===== src/rtl/pitch_split_pkg.sv =====
package pitch_split_pkg;

  localparam int NUM_PRIMES = 5;
  localparam int PRIME_W    = 4;
  localparam int IDX_W      = $clog2(NUM_PRIMES);

  typedef enum logic [1:0] {
    ST_IDLE  = 2'd0,
    ST_CHECK = 2'd1,
    ST_DIV   = 2'd2
  } split_state_t;

  // Trial divisors, smallest first; the order decides which prime wins.
  function automatic logic [PRIME_W-1:0] prime_at(input logic [IDX_W-1:0] idx);
    case (idx)
      3'd0:    prime_at = 4'd3;
      3'd1:    prime_at = 4'd5;
      3'd2:    prime_at = 4'd7;
      3'd3:    prime_at = 4'd11;
      3'd4:    prime_at = 4'd13;
      default: prime_at = 4'd0;
    endcase
  endfunction

endpackage


===== src/rtl/pow2_check.sv =====
module pow2_check #(
  parameter int W = 32
) (
  input  logic [W-1:0] value,
  output logic         is_pow2
);

  logic [W-1:0] minus_one;

  assign minus_one = value - W'(1);
  assign is_pow2   = ((value & minus_one) == '0);

endmodule


===== src/rtl/serial_divider.sv =====
module serial_divider #(
  parameter int DW = 24,
  parameter int VW = 4
) (
  input  logic          clk,
  input  logic          rst,
  input  logic          go,
  input  logic [DW-1:0] dividend,
  input  logic [VW-1:0] divisor,
  output logic [DW-1:0] quotient,
  output logic [VW:0]   remainder,
  output logic          ready
);

  localparam int CW = $clog2(DW + 1);

  logic [VW:0]   rem_q;
  logic [DW-1:0] quo_q;
  logic [VW-1:0] dvs_q;
  logic [CW-1:0] cnt_q;
  logic          run_q;
  logic          rdy_q;

  logic [VW:0]   shifted;
  logic [VW:0]   diff;
  logic          fits;

  assign shifted = {rem_q[VW-1:0], quo_q[DW-1]};
  assign fits    = (shifted >= {1'b0, dvs_q});
  assign diff    = shifted - {1'b0, dvs_q};

  always_ff @(posedge clk) begin
    if (rst) begin
      rem_q <= '0;
      quo_q <= '0;
      dvs_q <= '0;
      cnt_q <= '0;
      run_q <= 1'b0;
      rdy_q <= 1'b0;
    end else begin
      rdy_q <= 1'b0;
      if (go) begin
        rem_q <= '0;
        quo_q <= dividend;
        dvs_q <= divisor;
        cnt_q <= CW'(DW);
        run_q <= 1'b1;
      end else if (run_q) begin
        rem_q <= fits ? diff : shifted;
        quo_q <= {quo_q[DW-2:0], fits};
        cnt_q <= cnt_q - CW'(1);
        if (cnt_q == CW'(1)) begin
          run_q <= 1'b0;
          rdy_q <= 1'b1;
        end
      end
    end
  end

  assign quotient  = quo_q;
  assign remainder = rem_q;
  assign ready     = rdy_q;

endmodule


===== src/rtl/pitch_splitter.sv =====
module pitch_splitter
  import pitch_split_pkg::*;
#(
  parameter int PITCH_W    = 32,
  parameter int TILE_SHIFT = 8
) (
  input  logic                          clk,
  input  logic                          rst,
  input  logic                          start,
  input  logic [PITCH_W-1:0]            pitch,
  output logic                          busy,
  output logic                          done,
  output logic                          err,
  output logic [PRIME_W-1:0]            prime,
  output logic [PITCH_W-TILE_SHIFT-1:0] factor,
  output logic [PITCH_W-TILE_SHIFT-1:0] tiles
);

  localparam int BW = PITCH_W - TILE_SHIFT;

  split_state_t       state_q;
  logic [PITCH_W-1:0] pitch_q;
  logic [IDX_W-1:0]   idx_q;
  logic               go_q;
  logic               done_q;
  logic               err_q;
  logic [PRIME_W-1:0] prime_q;
  logic [BW-1:0]      factor_q;
  logic [BW-1:0]      tiles_q;

  logic [BW-1:0]      base;
  logic               is_pow2;
  logic [PRIME_W-1:0] cur_prime;
  logic [BW-1:0]      quo;
  logic [PRIME_W:0]   rem;
  logic               div_ready;
  logic [BW-1:0]      prod;

  assign base      = pitch_q[PITCH_W-1:TILE_SHIFT];
  assign cur_prime = prime_at(idx_q);
  assign prod      = BW'(cur_prime) * quo;

  pow2_check #(.W(PITCH_W)) u_pow2 (
    .value   (pitch_q),
    .is_pow2 (is_pow2)
  );

  serial_divider #(.DW(BW), .VW(PRIME_W)) u_div (
    .clk       (clk),
    .rst       (rst),
    .go        (go_q),
    .dividend  (base),
    .divisor   (cur_prime),
    .quotient  (quo),
    .remainder (rem),
    .ready     (div_ready)
  );

  always_ff @(posedge clk) begin
    if (rst) begin
      state_q  <= ST_IDLE;
      pitch_q  <= '0;
      idx_q    <= '0;
      go_q     <= 1'b0;
      done_q   <= 1'b0;
      err_q    <= 1'b0;
      prime_q  <= '0;
      factor_q <= '0;
      tiles_q  <= '0;
    end else begin
      go_q   <= 1'b0;
      done_q <= 1'b0;
      case (state_q)
        ST_IDLE: begin
          if (start) begin
            pitch_q <= pitch;
            state_q <= ST_CHECK;
          end
        end
        ST_CHECK: begin
          if (is_pow2) begin
            prime_q  <= PRIME_W'(1);
            factor_q <= base;
            tiles_q  <= base;
            err_q    <= 1'b0;
            done_q   <= 1'b1;
            state_q  <= ST_IDLE;
          end else begin
            idx_q   <= '0;
            go_q    <= 1'b1;
            state_q <= ST_DIV;
          end
        end
        ST_DIV: begin
          if (div_ready) begin
            if (rem == '0) begin
              prime_q  <= cur_prime;
              factor_q <= quo;
              tiles_q  <= prod;
              err_q    <= 1'b0;
              done_q   <= 1'b1;
              state_q  <= ST_IDLE;
            end else if (idx_q == IDX_W'(NUM_PRIMES - 1)) begin
              prime_q  <= '0;
              factor_q <= '0;
              tiles_q  <= '0;
              err_q    <= 1'b1;
              done_q   <= 1'b1;
              state_q  <= ST_IDLE;
            end else begin
              idx_q <= idx_q + IDX_W'(1);
              go_q  <= 1'b1;
            end
          end
        end
        default: state_q <= ST_IDLE;
      endcase
    end
  end

  assign busy   = (state_q != ST_IDLE);
  assign done   = done_q;
  assign err    = err_q;
  assign prime  = prime_q;
  assign factor = factor_q;
  assign tiles  = tiles_q;

endmodule


===== config.mk =====
export PLATFORM = sky130hd
export DESIGN_NAME = pitch_splitter
export DESIGN_NICKNAME = d
export VERILOG_FILES = /design/src/rtl/pitch_split_pkg.sv /design/src/rtl/pow2_check.sv /design/src/rtl/serial_divider.sv /design/src/rtl/pitch_splitter.sv
export SDC_FILE = /design/constraint.sdc
export NUM_CORES = 1
export LEC_CHECK = 0
export CAP_MARGIN = 20
export CELL_PAD_IN_SITES_DETAIL_PLACEMENT = 1
export CELL_PAD_IN_SITES_GLOBAL_PLACEMENT = 1
export CORE_MARGIN = 3
export CORE_UTILIZATION = 43
export CTS_CLUSTER_SIZE = 24
export DETAILED_ROUTE_END_ITERATION = 10
export PLACE_DENSITY = 0.88
export REMOVE_ABC_BUFFERS = 1
export SLEW_MARGIN = 20
export SYNTH_ARGS = -nofsm -noshare
export SYNTH_HDL_FRONTEND = slang
export SYNTH_SLANG_ARGS = --single-unit

===== constraint.sdc =====
create_clock -name clk -period 6.58 [get_ports clk]
set_input_delay 0.658 -clock clk [delete_from_list [all_inputs] [get_ports clk]]
set_output_delay 0.658 -clock clk [all_outputs]
set_load 0.02 [all_outputs]

==> flow_summary.json, run 1 <==
{
  "run_status": "finished, final reports clean",
  "syn_avg_cell_area_sq_um": 7.95,
  "htree_levels": 4,
  "startpoint_type": "register",
  "synth_edf_count": 0,
  "cp.required_ns": 6.92,
  "worstPathArrival_ns": 5.98,
  "cts_hold_buf": 0,
  "p_sw_share_pct": 30.2,
  "hold_class": "register to register",
  "cts_tree": "yes",
  "critPathMaxFanout": 16,
  "area_growth_pct": 18.7,
  "clock_latency_ns": 0.44,
  "tightest_slew_ns": 0.856,
  "cts.clk_slew.worst_paths_ns": 0.06,
  "pwr-share-comb_pct": 19.6,
  "die-width_um": 149,
  "globalplace.congestion": 0.875,
  "num_vias": 8011,
  "ys_seq_area_share_pct": 29.9,
  "slew_headroom_pct": 42.2,
  "die_y_um": 149,
  "crit_type": "register to register",
  "grt_pass1_wl_mm": 43.5,
  "setup_violations": 0,
  "end_kind": "register",
  "p_seq_share_pct": 38.4,
  "cellInternalPower_mw": 1.68,
  "port-buffer-count": 89,
  "grt_max_degree": 79,
  "yosys_warnings": 0,
  "wl_per_cell_um": 18.2,
  "finalSetupTns_ns": 0,
  "power_density_nw_per_um2": 229,
  "finalMaxSlewViolations": 0,
  "ys_ff_latch": 132,
  "dp_hpwl_mm": 18.3,
  "grt_overflow": 0,
  "drive_above_1_share_pct": 5.17,
  "ant_nets": 0,
  "crit_top_cell": "inv_1",
  "drc": 0,
  "cts_resized": 0,
  "core_region_area_sq_um": 19800,
  "cts_buffers": 17,
  "power.share.clock_pct": 42.0,
  "cts.sinks": 132,
  "root_buffer": "clkbuf_16",
  "fmax_mhz": 177,
  "start_util_pct": 44.5,
  "irDropWorstVdd_mv": 0.186,
  "synth-async-reset-ratio_pct": 0,
  "maxCapViolCount": 0,
  "cp_cell_sequence": "inv_1 > ha_1 > o21bai_1 > buf_4 > and2_1 > fa_1 > inv_1 > fa_1 > inv_1 > ha_1 > a21oi_1 > o21ai_0 > nor3_1 > a211oi_1 > buf_4 > o41ai_1 > o21bai_1 > xor2_1 > a21oi_1 > a211oi_1",
  "post_cts_buffers": 0,
  "synthDistinctLibCells": 59,
  "synthesis.area_sq_um": 8840,
  "nets": 1282,
  "pre_cts_slack_ns": 1.11,
  "power.switching_mw": 0.725,
  "grt_usage_pct": 24.3,
  "ios": 90,
  "synthCells": 1112,
  "drt-initial-drc-count": 390,
  "setup_ws_ns": 0.944,
  "min_period_ns": 5.64,
  "max-clock-path-buffers": 2,
  "fin_crit_sh_pct": 85.6,
  "antennaDiodeCount": 0,
  "dieArea_sq_um": 22300,
  "skew_ns": 0.0108,
  "rows": 51,
  "viasPerCell": 5.55,
  "cpPeakStageDelay_ns": 0.70,
  "finalHoldViolCount": 0,
  "antenna_found_initial": 0,
  "drt_wl_total_mm": 26.3,
  "drt_first_pass_iters": 6,
  "synth-main-ff-cell": "dfxtp_1",
  "grt_pass1_vias": 8711,
  "cpMaxStageDelayCell": "o41ai_1",
  "rsz0062_at_grt": "false",
  "leakagePower_nw": 4.17
}
## Yosys cell counts (13+ instances only)
cell | instances | area share (%)
a21oi_1 | 140 | 7.9
dfxtp_1 | 132 | 30
nor2_1 | 130 | 5.5
nand2_1 | 115 | 4.9
inv_1 | 95 | 4.0
a211oi_1 | 51 | 4.3
clkbuf_1 | 49 | 2.1
nor2b_1 | 49 | 3.5
and2_1 | 47 | 3.3
fa_1 | 42 | 9.5
ha_1 | 38 | 5.4
mux2i_1 | 29 | 3.3
xnor2_1 | 20 | 2.0
o21ai_0 | 17 | 0.96
nand2b_1 | 16 | 1.1
a21o_1 | 14 | 1.2
nand3_1 | 13 | 0.74
## kinds of logic after synthesis
family	Yosys count	share of synthesized area (%)
buf+inv	161	7.45
compound gates	258	17.9
simple gates	422	23.6
fa+ha+maj	81	15.0
flops	132	29.9
xor+xnor	29	2.87
mux	29	3.28
## state kept, by name, summed over array words and instances (netlist names), 2 cells and up
signal and flops:
pitch_q 32, factor 24, tiles 24, u_div.quotient 24, u_div.cnt_q 5, u_div.remainder 5
prime 4, u_div.dvs_q 4, idx_q 3, state_q 2
## critical path, delay by kind of cell (launching register included)
kind / cells / cell delay, ns
AO/OA/AOI/OAI: 8 / 2.13
buffers and inverters: 5 / 0.67
flip-flops: 1 / 0.49
adder cells (fa/ha/maj): 4 / 1.62
XOR/XNOR: 1 / 0.17
AND/OR/NAND/NOR: 2 / 0.45
## layout make-up
class | instances | area [sq um]
clock buffer | 20 | 467
clock inverter | 11 | 151
fill | 2391 | 9360
inverter | 95 | 357
multi-input combinational | 819 | 5550
sequential | 132 | 2640
tap | 265 | 332
timing repair buffer | 102 | 986
## layout by cell type (no fill, tap or decap), types with 6 or more instances in the layout
master,count
nand4_1,7
nor4_1,6
clkbuf_16,17
xnor2_1,20
clkdlybuf4s50_1,88
o21ai_0,17
nand3_1,13
a21oi_1,140
nor2b_1,49
nand2b_1,16
a21o_1,14
mux2i_1,29
buf_4,14
nor3_1,11
nor2_1,130
xor2_1,9
fa_1,42
nand2_1,115
ha_1,38
dfxtp_1,132
a211oi_1,51
inv_1,95
and2_1,47
## metrics by stage
step                area (sq um)  total power, mW  cells  hold slack (ns)  util (%)
floorplan                   8540             1.20   1046            0.447         -
global placement            9860             1.39   1413            0.461      49.7
detailed placement          9870             1.40   1413            0.468      49.7
CTS                        10500             2.41   1444            0.480      52.8
global route               10500             2.51   1444            0.514      52.8
finish                     10500             2.40   1444            0.479      52.8
## final timing paths
kind / end / slack [ns] / cells past startpoint / from
min: prime[1]$_SDFFE_PP0P_ / 0.48 / 2 / prime[1]$_SDFFE_PP0P_
max reg2reg: tiles[21]$_SDFFE_PP0P_ / 0.94 / 20 / idx_q[2]$_SDFFE_PP0P_
min reg2reg: prime[1]$_SDFFE_PP0P_ / 0.48 / 2 / prime[1]$_SDFFE_PP0P_
max: tiles[21]$_SDFFE_PP0P_ / 0.94 / 20 / idx_q[2]$_SDFFE_PP0P_
## metal layers
metal	up-vias	track usage [%]	wire (um)
li1	3847	-	-
met4	0	9.43	730
met3	59	4.98	970
met2	149	41.8	13000
met5	-	0	0
met1	3956	29.7	11600
## power by group through the flow
stage	logic, mW	registers [mW]	clock network, mW
after floorplan	0.242	0.963	0
after global placement	0.451	0.935	0
after detailed placement	0.464	0.939	0
after global routing	0.518	0.931	1.06
after CTS	0.471	0.922	1.02
final	0.470	0.923	1.01
(Power assumes the default switching activity.)
==> run 2: changes to the inputs <==
--- a/config.mk
+++ b/config.mk
@@ -12,6 +12,7 @@
 export CORE_UTILIZATION = 43
 export CTS_CLUSTER_SIZE = 24
 export DETAILED_ROUTE_END_ITERATION = 10
+export GPL_TIMING_DRIVEN = 0
 export PLACE_DENSITY = 0.88
 export REMOVE_ABC_BUFFERS = 1
 export SLEW_MARGIN = 20
==> run 2 against run 1 <==
Sequential cell count stayed put. Die area is the same. Sequential share of layout area is 0.14 points lower. Final area rose by 0.64%. Power is 3.3% lower. Cell count decreased by 0.28%. Utilization increased by 0.34 points. Combinational power up 1%. Non-clock buffer count fell by 5. Via count grew 0.25%. Clock power decreased by 8%. Global-route usage shrank 0.46 points. Critical path type unchanged.
==> flow_summary.json, run 2 (synthesis gave the netlist of run 1 again) <==
{
  "path_buf_inv": 3,
  "finalMaxSlewViolations": 0,
  "grt_pass1_wl_mm": 42.7,
  "wl_met1_mm": 11.4,
  "cts.sinks": 132,
  "rows": 51,
  "leakagePower_nw": 4.19,
  "run_status": "finished, final reports clean",
  "pre_cts_slack_ns": 0.714,
  "cts.clk_slew.worst_paths_ns": 0.06,
  "nets": 1277,
  "htree_levels": 4,
  "cp.required_ns": 6.87,
  "min_period_ns": 5.91,
  "final_common_cell": "a21oi_1",
  "met2RoutedLength_mm": 13.2,
  "stdcell_count": 1440,
  "reg2reg_from": "idx_q[2]$_SDFFE_PP0P_",
  "wl_per_cell_um": 18.2,
  "dp_hpwl_mm": 17.9,
  "maxCapViolCount": 0,
  "worstPathArrival_ns": 6.20,
  "setup_ws_ns": 0.675,
  "ios": 90,
  "finalHoldViolCount": 0,
  "antenna_found_initial": 0,
  "cts_buffers": 17,
  "crit_top_cell": "inv_1",
  "skew_ns": 0.00584,
  "drive_above_1_share_pct": 5.53,
  "die_y_um": 149,
  "grt_pass1_vias": 8474,
  "root_buffer": "clkbuf_16",
  "hold_start": "prime[3]$_SDFFE_PP0P_",
  "topRoutingLayerUsed": "met4",
  "wl_met3_um": 866,
  "hold_class": "register to register",
  "top_register": "pitch_q",
  "port-buffer-count": 89,
  "globalplace.congestion": 0.869,
  "crit_type": "register to register",
  "fin_crit_sh_pct": 89.7,
  "rsz0062_at_grt": "false",
  "post_cts_buffers": 0,
  "start_util_pct": 44.5,
  "cp_cell_sequence": "inv_1 > ha_1 > a21oi_4 > nor2b_1 > fa_1 > inv_1 > fa_1 > inv_1 > ha_1 > a21o_1 > a31o_2 > o211ai_1 > a211oi_1 > o41ai_1 > o21ai_0 > xor2_1 > nand3_1 > a21oi_1",
  "final_cell_mix": "a21oi_1, nor2_1, dfxtp_1",
  "largest_reg_flops": 32,
  "grt_overflow": 0,
  "multi_input_area_sq_um": 5590,
  "cts_tree": "yes",
  "critPathMaxFanout": 23,
  "fmax_mhz": 169,
  "die-width_um": 149,
  "end_kind": "register",
  "drt-initial-drc-count": 418,
  "core_region_area_sq_um": 19800,
  "cpMaxStageDelayCell": "o41ai_1",
  "cpPeakStageDelay_ns": 0.68,
  "startpoint_type": "register",
  "viasPerCell": 5.58,
  "whs_ns": 0.470,
  "fill_cells": 2404,
  "tightest_slew_ns": 0.804,
  "cpLargestDelayFamily": "compound AO/OA/AOI/OAI gates",
  "dieArea_sq_um": 22300,
  "grt_max_degree": 95,
  "cts_resized": 0,
  "irDropWorstVdd_mv": 0.181,
  "drt_first_pass_iters": 5,
  "register_area_sq_um": 2650,
  "cts_hold_buf": 0,
  "antennaDiodeCount": 0,
  "num_vias": 8031,
  "drc": 0,
  "setup_violations": 0,
  "power_density_nw_per_um2": 220,
  "clock_latency_ns": 0.43,
  "slew_headroom_pct": 46.4,
  "crit_start": "idx_q[2]$_SDFFE_PP0P_",
  "drt_wl_total_mm": 26.2,
  "max-clock-path-buffers": 2,
  "placed_cells": 1408,
  "area_growth_pct": 19.4,
  "grt_usage_pct": 23.8,
  "ant_nets": 0
}
## run 2: layout make-up
| cell class | count | share of cell area (%) |
|---|---|---|
| tap | 265 | 3.14 |
| clock inverter | 10 | 0.759 |
| inverter | 95 | 3.38 |
| clock buffer | 22 | 4.59 |
| sequential | 132 | 25.1 |
| multi-input combinational | 819 | 52.9 |
| timing repair buffer | 97 | 10.1 |
## run 2: stage by stage
stage	util [%]	power [mW]	instance area, sq um	TNS, ns
2_1_floorplan	-	1.20	8540	0
3_3_place_gp	49.2	1.38	9760	-0.431
3_5_place_dp	50.3	1.41	9990	0
4_1_cts	53.2	2.33	10600	0
5_1_grt	53.2	2.42	10600	0
6_report	53.2	2.32	10600	0
## run 2: power breakdown
group,internal (mW),total (mW),leakage [nW],switching (mW)
combinational,0.203,0.476,2.83,0.274
clock,0.554,0.926,0.281,0.371
sequential,0.857,0.923,1.07,0.0652
## run 2: metal layers
layer | track usage [%] | vias up
met5 | 0 | -
met4 | 9.15 | 0
met3 | 4.65 | 60
met2 | 42.1 | 171
met1 | 28.5 | 3986
li1 | - | 3814
## run 2: path summary, 6_finish.rpt
kind / to / slack [ns] / cells past startpoint
worst min-delay path: prime[3]$_SDFFE_PP0P_ / 0.47 / 2
worst max register to register: tiles[23]$_SDFFE_PP0P_ / 0.67 / 18
worst max-delay path: tiles[23]$_SDFFE_PP0P_ / 0.67 / 18
worst min register to register: prime[3]$_SDFFE_PP0P_ / 0.47 / 2
## run 2: worst min-delay path, stage by stage, from the launching register on
cell,delay [ns]
dfxtp_1,0.31
nand2b_1,0.06
a21oi_1,0.05
